## config.mk

```make
export PLATFORM = sky130hd
export DESIGN_NAME = raw_frame_qualifier
export DESIGN_NICKNAME = d
export VERILOG_FILES = /design/src/rtl/rfq_pkg.sv /design/src/rtl/rfq_input_stage.sv /design/src/rtl/rfq_setup_cnt.sv /design/src/rtl/rfq_line_gate.sv /design/src/rtl/raw_frame_qualifier.sv
export SDC_FILE = /design/constraint.sdc
export NUM_CORES = 1
export LEC_CHECK = 0
export ABC_AREA = 0
export ABC_CLOCK_PERIOD_IN_PS = 2400
export CAP_MARGIN = 30
export CELL_PAD_IN_SITES_DETAIL_PLACEMENT = 1
export CELL_PAD_IN_SITES_GLOBAL_PLACEMENT = 1
export CORE_MARGIN = 2
export CORE_UTILIZATION = 42
export DETAILED_ROUTE_END_ITERATION = 8
export GPL_TIMING_DRIVEN = 0
export PLACE_DENSITY = 0.86
export SYNTH_ARGS = -nofsm -noshare
export SYNTH_HDL_FRONTEND = slang
export SYNTH_SLANG_ARGS = --single-unit
```

## constraint.sdc

```tcl
create_clock -name clk -period 2.4 [get_ports clk]
set_input_delay 0.36 -clock clk [delete_from_list [all_inputs] [get_ports clk]]
set_output_delay 0.36 -clock clk [all_outputs]
set_load 0.02 [all_outputs]
```

## src/rtl/rfq_pkg.sv

```systemverilog
`timescale 1ns/1ps
package rfq_pkg;
    typedef enum logic [2:0] {
        LS_IDLE  = 3'd0,
        LS_ARMED = 3'd1,
        LS_PASS  = 3'd2,
        LS_DROP  = 3'd3,
        LS_TRUNC = 3'd4
    } line_st_e;
endpackage

```

## src/rtl/rfq_input_stage.sv

```systemverilog
`timescale 1ns/1ps
// Polarity conditioning plus shadow capture of configuration between frames.
module rfq_input_stage #(
    parameter int DATA_W  = 12,
    parameter int THR_W   = 16,
    parameter int MIN_RST = 128
) (
    input  logic              clk,
    input  logic              rst_n,
    input  logic              fv_raw,
    input  logic              lv_raw,
    input  logic [DATA_W-1:0] data_raw,
    input  logic              cfg_fv_inv,
    input  logic              cfg_lv_inv,
    input  logic [THR_W-1:0]  cfg_min,
    input  logic              cfg_fwd,
    output logic              fv_q,
    output logic              lv_q,
    output logic [DATA_W-1:0] data_q,
    output logic [THR_W-1:0]  thr_q,
    output logic              fwd_q
);
    localparam logic [THR_W-1:0] THR_RST = THR_W'(MIN_RST);

    typedef struct packed {
        logic              fv;
        logic              lv;
        logic [DATA_W-1:0] data;
        logic              fv_inv;
        logic              lv_inv;
        logic [THR_W-1:0]  thr;
        logic              fwd;
    } in_st_t;

    in_st_t st_d, st_q;

    always_comb begin
        st_d = st_q;
        if (!st_q.fv) begin
            st_d.fv_inv = cfg_fv_inv;
            st_d.lv_inv = cfg_lv_inv;
            st_d.thr    = cfg_min;
            st_d.fwd    = cfg_fwd;
        end
        st_d.fv   = fv_raw ^ st_q.fv_inv;
        st_d.lv   = lv_raw ^ st_q.lv_inv;
        st_d.data = data_raw;
    end

    always_ff @(posedge clk or negedge rst_n) begin
        if (!rst_n) begin
            st_q     <= '0;
            st_q.thr <= THR_RST;
        end else begin
            st_q <= st_d;
        end
    end

    assign fv_q   = st_q.fv;
    assign lv_q   = st_q.lv;
    assign data_q = st_q.data;
    assign thr_q  = st_q.thr;
    assign fwd_q  = st_q.fwd;

    AST_CFG_HELD_IN_FRAME: assert property (@(posedge clk) disable iff (!rst_n)
        $past(st_q.fv) |-> ($stable(st_q.thr) && $stable(st_q.fwd)
                            && $stable(st_q.fv_inv) && $stable(st_q.lv_inv)));
endmodule

```

## src/rtl/rfq_setup_cnt.sv

```systemverilog
`timescale 1ns/1ps
// Counts qualified FV-active clocks, saturating at the threshold.
module rfq_setup_cnt #(
    parameter int THR_W = 16
) (
    input  logic             clk,
    input  logic             rst_n,
    input  logic             fv,
    input  logic [THR_W-1:0] thr,
    output logic             met
);
    typedef struct packed {
        logic [THR_W-1:0] cnt;
    } cnt_st_t;

    cnt_st_t st_d, st_q;

    always_comb begin
        st_d = st_q;
        if (!fv) begin
            st_d.cnt = '0;
        end else if (st_q.cnt < thr) begin
            st_d.cnt = st_q.cnt + 1'b1;
        end
    end

    always_ff @(posedge clk or negedge rst_n) begin
        if (!rst_n) st_q <= '0;
        else        st_q <= st_d;
    end

    assign met = (st_q.cnt >= thr);

    AST_CNT_SATURATES: assert property (@(posedge clk) disable iff (!rst_n)
        st_q.cnt <= thr);
    AST_CNT_RESTARTS: assert property (@(posedge clk) disable iff (!rst_n)
        !fv |=> (st_q.cnt == '0));
endmodule

```

## src/rtl/rfq_line_gate.sv

```systemverilog
`timescale 1ns/1ps
// First-line decision, output gating and sticky error.
module rfq_line_gate
    import rfq_pkg::*;
#(
    parameter int DATA_W = 12
) (
    input  logic              clk,
    input  logic              rst_n,
    input  logic              fv,
    input  logic              lv,
    input  logic [DATA_W-1:0] data,
    input  logic              met,
    input  logic              fwd,
    input  logic              err_clr,
    output logic              fv_o,
    output logic              lv_o,
    output logic              vld_o,
    output logic [DATA_W-1:0] data_o,
    output logic              err_o
);
    typedef struct packed {
        line_st_e          st;
        logic              lv_prev;
        logic              fv_o;
        logic              lv_o;
        logic              vld;
        logic [DATA_W-1:0] data;
        logic              err;
    } gate_st_t;

    gate_st_t st_d, st_q;
    line_st_e cur_st;
    logic     lv_rise;
    logic     keep;
    logic     pass;
    logic     set_err;

    always_comb begin
        st_d       = st_q;
        keep       = 1'b0;
        pass       = 1'b0;
        set_err    = 1'b0;
        lv_rise    = lv & ~st_q.lv_prev;
        cur_st     = (st_q.st == LS_IDLE) ? LS_ARMED : st_q.st;
        st_d.lv_prev = lv;

        if (!fv) begin
            st_d.st = LS_IDLE;
        end else begin
            case (cur_st)
                LS_ARMED: begin
                    st_d.st = LS_ARMED;
                    if (lv_rise) begin
                        if (met) begin
                            st_d.st = LS_PASS;
                            keep    = 1'b1;
                            pass    = 1'b1;
                        end else if (fwd) begin
                            st_d.st = LS_TRUNC;
                            keep    = 1'b1;
                            set_err = 1'b1;
                        end else begin
                            st_d.st = LS_DROP;
                            set_err = 1'b1;
                        end
                    end
                end
                LS_DROP: begin
                    st_d.st = lv ? LS_DROP : LS_PASS;
                end
                LS_TRUNC: begin
                    keep    = 1'b1;
                    pass    = met;
                    st_d.st = lv ? LS_TRUNC : LS_PASS;
                end
                default: begin
                    keep    = 1'b1;
                    pass    = 1'b1;
                    st_d.st = LS_PASS;
                end
            endcase
        end

        st_d.fv_o = fv;
        st_d.lv_o = fv & lv & keep;
        st_d.vld  = fv & lv & keep & pass;
        st_d.data = data;

        if (set_err)      st_d.err = 1'b1;
        else if (err_clr) st_d.err = 1'b0;
    end

    always_ff @(posedge clk or negedge rst_n) begin
        if (!rst_n) begin
            st_q    <= '0;
            st_q.st <= LS_IDLE;
        end else begin
            st_q <= st_d;
        end
    end

    assign fv_o   = st_q.fv_o;
    assign lv_o   = st_q.lv_o;
    assign vld_o  = st_q.vld;
    assign data_o = st_q.data;
    assign err_o  = st_q.err;

    AST_LV_INSIDE_FV: assert property (@(posedge clk) disable iff (!rst_n)
        st_q.lv_o |-> st_q.fv_o);
    AST_PIX_INSIDE_LV: assert property (@(posedge clk) disable iff (!rst_n)
        st_q.vld |-> st_q.lv_o);
    AST_ERR_SET_WINS: assert property (@(posedge clk) disable iff (!rst_n)
        set_err |=> st_q.err);
    AST_ERR_STICKY: assert property (@(posedge clk) disable iff (!rst_n)
        (st_q.err && !err_clr) |=> st_q.err);
    AST_DROP_SILENT: assert property (@(posedge clk) disable iff (!rst_n)
        (st_q.st == LS_DROP && lv) |=> !st_q.lv_o);
endmodule

```

## src/rtl/raw_frame_qualifier.sv

```systemverilog
`timescale 1ns/1ps
module raw_frame_qualifier #(
    parameter int DATA_W  = 12,
    parameter int THR_W   = 16,
    parameter int MIN_RST = 128
) (
    input  logic              clk,
    input  logic              rst_n,
    input  logic              fv_in,
    input  logic              lv_in,
    input  logic [DATA_W-1:0] pix_in,
    input  logic              cfg_fv_inv,
    input  logic              cfg_lv_inv,
    input  logic [THR_W-1:0]  cfg_min_time,
    input  logic              cfg_fwd_trunc,
    input  logic              err_clr,
    output logic              fv_out,
    output logic              lv_out,
    output logic              pix_vld,
    output logic [DATA_W-1:0] pix_out,
    output logic              err_flag
);
    logic              fv_c;
    logic              lv_c;
    logic [DATA_W-1:0] data_c;
    logic [THR_W-1:0]  thr_c;
    logic              fwd_c;
    logic              met_c;

    rfq_input_stage #(
        .DATA_W (DATA_W),
        .THR_W  (THR_W),
        .MIN_RST(MIN_RST)
    ) u_input (
        .clk       (clk),
        .rst_n     (rst_n),
        .fv_raw    (fv_in),
        .lv_raw    (lv_in),
        .data_raw  (pix_in),
        .cfg_fv_inv(cfg_fv_inv),
        .cfg_lv_inv(cfg_lv_inv),
        .cfg_min   (cfg_min_time),
        .cfg_fwd   (cfg_fwd_trunc),
        .fv_q      (fv_c),
        .lv_q      (lv_c),
        .data_q    (data_c),
        .thr_q     (thr_c),
        .fwd_q     (fwd_c)
    );

    rfq_setup_cnt #(
        .THR_W(THR_W)
    ) u_cnt (
        .clk  (clk),
        .rst_n(rst_n),
        .fv   (fv_c),
        .thr  (thr_c),
        .met  (met_c)
    );

    rfq_line_gate #(
        .DATA_W(DATA_W)
    ) u_gate (
        .clk    (clk),
        .rst_n  (rst_n),
        .fv     (fv_c),
        .lv     (lv_c),
        .data   (data_c),
        .met    (met_c),
        .fwd    (fwd_c),
        .err_clr(err_clr),
        .fv_o   (fv_out),
        .lv_o   (lv_out),
        .vld_o  (pix_vld),
        .data_o (pix_out),
        .err_o  (err_flag)
    );

    AST_OUT_FV_LAG: assert property (@(posedge clk) disable iff (!rst_n)
        fv_out == $past(fv_c));
endmodule

```

---- After elaboration in Yosys (flattened, before gate mapping) ----
Index checks and enable logic that the tools add are counted.
storage, ports and cells
  register bits after elaboration ......... 69
  input port bits ......................... 36
  output and inout port bits .............. 16
  word-level logic and storage cells ...... 56
operators by class
  add/subtract/negate cells ............... 1
  magnitude comparators ................... 2
  equality and inequality tests ........... 4
  mux-type cells .......................... 25
  bitwise logic cells ..................... 7
  reduce and logical (&&, ||, !) cells .... 2
operators by type and width
  operator                                               number
  two-way mux 16 bit                                     2
  two-way mux 3 bit                                      6
  adder 16 x 1 -> 16 bit, second input constant          1
  >= comparator 16 bit                                   1
  less-than comparator 16 bit                            1
  two-way mux 1 bit                                      14
  case mux 3 bit (3 select lines)                        1
  bitwise AND 1 bit                                      4
  == test 3 x 1 -> 1 bit, second input constant          1
  == test 3 x 2 -> 1 bit, second input constant          1
  == test 3 bit, second input constant                   1
  zero test 3 bit                                        1
  case mux 1 bit (3 select lines)                        1
  inequality test 2 x 1 -> 1 bit, second input constant  1
  case mux 1 bit (2 select lines)                        1
  nonzero test 2 bit                                     1
  bitwise XOR 1 bit                                      2
  inverter 1 bit                                         1

---- Longest topological paths before layout ----
  depth in word-level cells ............... 7
  mapped depth ............................ 9
  gate-level depth less buffers ........... 8

---- Hierarchy ----
Synthesis repeated with hierarchy kept, for this count alone.
second synthesis, totals
  cells, all modules ...................... 305
  area, all modules ....................... 3527.1 um2
modules (own cells, without submodules)
  module           instances  cells an instance  area each (um2)  sequential area each (um2)
  rfq_setup_cnt    1          162                1437.6           400.4
  rfq_input_stage  1          84                 1337.5           827.0
  rfq_line_gate    1          59                 752.0            500.5

---- Worst setup path before layout ----
Ideal clock, no wire load.
  kind .................................... flip-flop to flip-flop
  start ................................... reg u_cnt.st_q[12] (netlist name)
  end ..................................... reg u_gate.st_q, in the netlist u_gate.err_o
  arrival time ............................ 2.088 ns
  data required time ...................... 2.278 ns
  path slack .............................. 0.190 ns
  stages on the path, launching flop included .. 9
  buffers on the path ..................... 1
  clock period less this slack ............ 2.210 ns
  cells stage by stage .................... dfrtp_1 -> ha_1 -> nand4_1 -> or4_1 -> a21o_1 -> nand3_2 -> buf_4 -> nor2_2 -> a32o_1
between the ends
  word-level cells in the longest chain between the ends .. 6
  elaborated cells between the ends (all ways) .. 7
  classes of those cells .................. order compare: 1; mux: 5; reduce/logical: 1
RTL lines
  element                                                         RTL line             text
  start, declared                                                 rfq_setup_cnt.sv:16  cnt_st_t st_d, st_q;
  start signal, assigned                                          rfq_setup_cnt.sv:29  else st_q <= st_d;
  >= comparator 16 bit *                                          rfq_setup_cnt.sv:32  assign met = (st_q.cnt >= thr);
  two-way mux 1 bit *                                             rfq_line_gate.sv:55  if (met) begin
  two-way mux 1 bit *                                             rfq_line_gate.sv:54  if (lv_rise) begin
  two-way mux 1 bit *                                             rfq_line_gate.sv:51  case (cur_st)
  two-way mux 1 bit *                                             rfq_line_gate.sv:48  if (!fv) begin
  two-way mux 1 bit / nonzero test 2 bit (equally long branches)  -
  end signal, assigned                                            rfq_line_gate.sv:99  st_q <= st_d;
  end, declared                                                   rfq_line_gate.sv:32  gate_st_t st_d, st_q;
Mark *: on every way between the ends. The rest lies on a longest branch, timed or not.
A chain may end at the register's enable or synchronous reset.

---- Final worst setup path ----
  start ................................... reg u_cnt.st_q[9] (netlist name)
  end ..................................... reg u_cnt.st_q[8] (netlist name)
between the ends
  word-level cells in the longest chain between the ends .. 2
RTL lines
  element                                   RTL line             text
  less-than comparator 16 bit               rfq_setup_cnt.sv:22  end else if (st_q.cnt < thr) begin
  inequality test 2 x 1 -> 1 bit (no line)  -
No other way between the ends.

==> results.ini <==
[run_status]
status=finished, violations left
violations=setup timing

[worst_setup_path]
r2r_start=u_cnt.st_q[9]$_DFFE_PN0P_
crit_type=flip-flop to flip-flop
rrSetupSlack_ns=-0.16
slowest_stage=dfrtp_1
rr_worst_depth=9
arrival_ns=2.78
crit_family=simple AND/OR/NAND/NOR gates
path_buf_inv=2
r2r-end=u_cnt.st_q[8]$_DFFE_PN0P_
critPathLaunchType=flip-flop
cp_slowest_stage_delay_ns=0.41
crit_fanout=8
worstPathCellList=ha_1 > a21oi_1 > nor3_1 > nor4_4 > nand3_2 > buf_8 > buf_6 > o31ai_1 > a21oi_2
crit_required_ns=2.62
end_kind=flip-flop

[sta]
hold_viol_final=0
slew_violations=0
rsz0062_at_grt=true
worst_slack_ns=-0.164
max_slew_margin_pct=42.8
clock.fmax_mhz=390
whs_ns=0.127
fin_crit_sh_pct=107
tightest_slew_ns=0.859
fin_crit_ns=2.56
skew_ns=0.0124
setup_viol=21
fin_setup_tns_ns=-1.61

[floorplan]
dieArea_sq_um=8040
start_util_pct=43.0
design.portCount=52
rows=31
dieHeight_microns=89.7
core_area_sq_um=7180
die_w_microns=89.7

[placement]
dpl.hpwl_microns=5010
dpl.cell_count=407
gp_congestion=0.768
portBuffers=51
place_ws_ns=-0.227
dpl-instance-area_sq_um=3710

[synth]
synth_top_area_share_pct=55.2
synth_common_cells=dfrtp_1 (68), inv_1 (22), mux2_2 (19), a21oi_1 (18), ha_1 (17)
ys_ff_latch=69
synthTopCellsByArea=dfrtp_1 (55%), mux2_2 (6.9%), ha_1 (6.9%)
synthFlopType=dfrtp_1
synth_warnings=0
avgSynthCellArea_sq_um=12.0
synth_area_leader_cell=dfrtp_1
netlist_area_sq_um=3080
synth_edf_count=0
syn_nets=310
syn_inst=257
yosysSeqAreaShare_pct=56.0
async_flop_share_pct=100
synth_cell_types=45
synth.most_common_cell=dfrtp_1

[clocking]
holdBufCountCts=0
cts-htree-levels=3
clk-insertion-delay-late_ns=0.35
numCtsBuffers=9
clock-sinks=69
ctsRootBufferMaster=clkbuf_8
cts.clk_slew.worst_paths_ns=0.07
cts_tree=done
cts_buffer_depth=2

[route]
vias=2377
first_pass_iters=5
drt.antenna.violating_nets=0
wl_per_cell_microns=20.3
drc=0
via_per_inst=5.37
drt_iter0_drc=100
wirelength_microns=8990

[cells_and_area]
final_nets=393
syn_to_final_growth_pct=40.9
drive_gt1_share_pct=33.7
final_util_pct=60.5
stdcell_area_sq_um=4340
regArea_sq_um=1730
antenna_cells=0
fill_cells=711
multi_input_comb_area_sq_um=1380
fin_cells=443

[hold_path]
hold_class=primary input to async pin

[global_routing]
grt_pass1_wl_microns=12500
antenna_found_initial=0
grt_overflow=0
grt_use_total_pct=21.4
grt_max_degree=70
first_global_vias=2615

[power]
powerDensity_nw_per_um2=954
vdd_drop_max_mv=0.506
power_mw=4.14
leakage_nw=1.88

[flow_run]
drv_cap=0

-- registers in the layout, indices dropped and copies added, names as in the netlist --
register / cells
u_gate.st_q: 4
u_cnt.st_q: 16
u_input.st_q: 2
u_input.thr_q: 16
u_gate.lv_o: 1
u_gate.vld_o: 1
u_gate.data_o: 12
u_gate.err_o: 1
u_input.data_q: 12
u_gate.fv_o: 1
u_input.fv_q: 1
u_input.fwd_q: 1
u_input.lv_q: 1
-- routing by layer --
layer	vias up	share of wire, %	GRT usage (%)
li1	1066	-	-
met1	1205	36	22.4
met2	82	56	39.5
met3	24	4.9	4.57
met4	0	2.7	11.9
met5	-	0	0
-- worst max-delay path by stage --
stage	startpoint	to	cells past startpoint	slack, ns
floorplan	u_cnt.st_q[12]$_DFFE_PN0P_	u_gate.err_o$_DFFE_PN0P_	8	0.19
global placement	rst_n	u_input.thr_q[14]$_DFFE_PN0N_	1	-1.31
detailed placement	u_cnt.st_q[12]$_DFFE_PN0P_	u_cnt.st_q[13]$_DFFE_PN0P_	8	-0.23
CTS	u_cnt.st_q[14]$_DFFE_PN0P_	u_cnt.st_q[15]$_DFFE_PN0P_	8	-0.03
global route	u_cnt.st_q[9]$_DFFE_PN0P_	u_cnt.st_q[8]$_DFFE_PN0P_	9	-0.29
finish	u_cnt.st_q[9]$_DFFE_PN0P_	u_cnt.st_q[8]$_DFFE_PN0P_	9	-0.16
-- kinds of logic (layout without fill, tap and decap cells) --
family / Yosys count / in the layout / synth area share (%)
DFF: 69 / 69 / 56.0
and+or+nand+nor: 59 / 59 / 12.3
AOI/OAI and AO/OA: 46 / 46 / 9.17
buffers and inverters: 41 / 128 / 6.86
muxes: 21 / 21 / 7.59
adders and majority gates: 17 / 17 / 6.90
xor gates and xnor gates: 4 / 4 / 1.14
-- timing repair --
| action | in CTS | in global routing |
|---|---|---|
| pin swaps | 11 | 24 |
| setup endpoints to repair | 16 | 22 |
| cloned | 1 | 0 |
| resized for setup | 18 | 43 |
| buffers inserted | 10 | 11 |
-- where the power goes --
part	internal [mW]	switching [mW]	total [mW]
Sequential	1.44	0.200	1.64
Clock	0.579	0.459	1.04
Combinational	0.685	0.775	1.46
Total	2.71	1.43	4.14
-- worst register-to-register path: stages (launching register included) --
cell	delay, ns
dfrtp_1	0.41
ha_1	0.32
a21oi_1	0.19
nor3_1	0.11
nor4_4	0.40
nand3_2	0.19
buf_8	0.21
buf_6	0.13
o31ai_1	0.38
a21oi_2	0.10
-- placed cells by master (no fill, tap or decap), drive strengths merged, types with 3 or more instances in the layout --
| cell type | n |
|---|---|
| a21oi | 18 |
| buf | 39 |
| clkbuf | 10 |
| clkdlybuf4s50 | 50 |
| dfrtp | 68 |
| ha | 17 |
| inv | 22 |
| mux2 | 19 |
| nand2 | 11 |
| nand3 | 5 |
| nand4 | 6 |
| nor2 | 7 |
| nor2b | 3 |
| nor3 | 4 |
| o211ai | 4 |
| o21ai | 10 |
| o31ai | 4 |
| or3 | 8 |
| or4 | 4 |
-- layout make-up --
cell class	count	area share [%]
Timing Repair Buffer	73	15.8
Clock inverter	6	2.04
Buffer	18	2.97
Multi-Input combinational cell	147	31.7
Inverter	22	1.90
Tap cell	99	2.85
Clock buffer	9	2.85
Sequential cell	69	39.8
No activity file was read; power rests on OpenSTA's default activity.
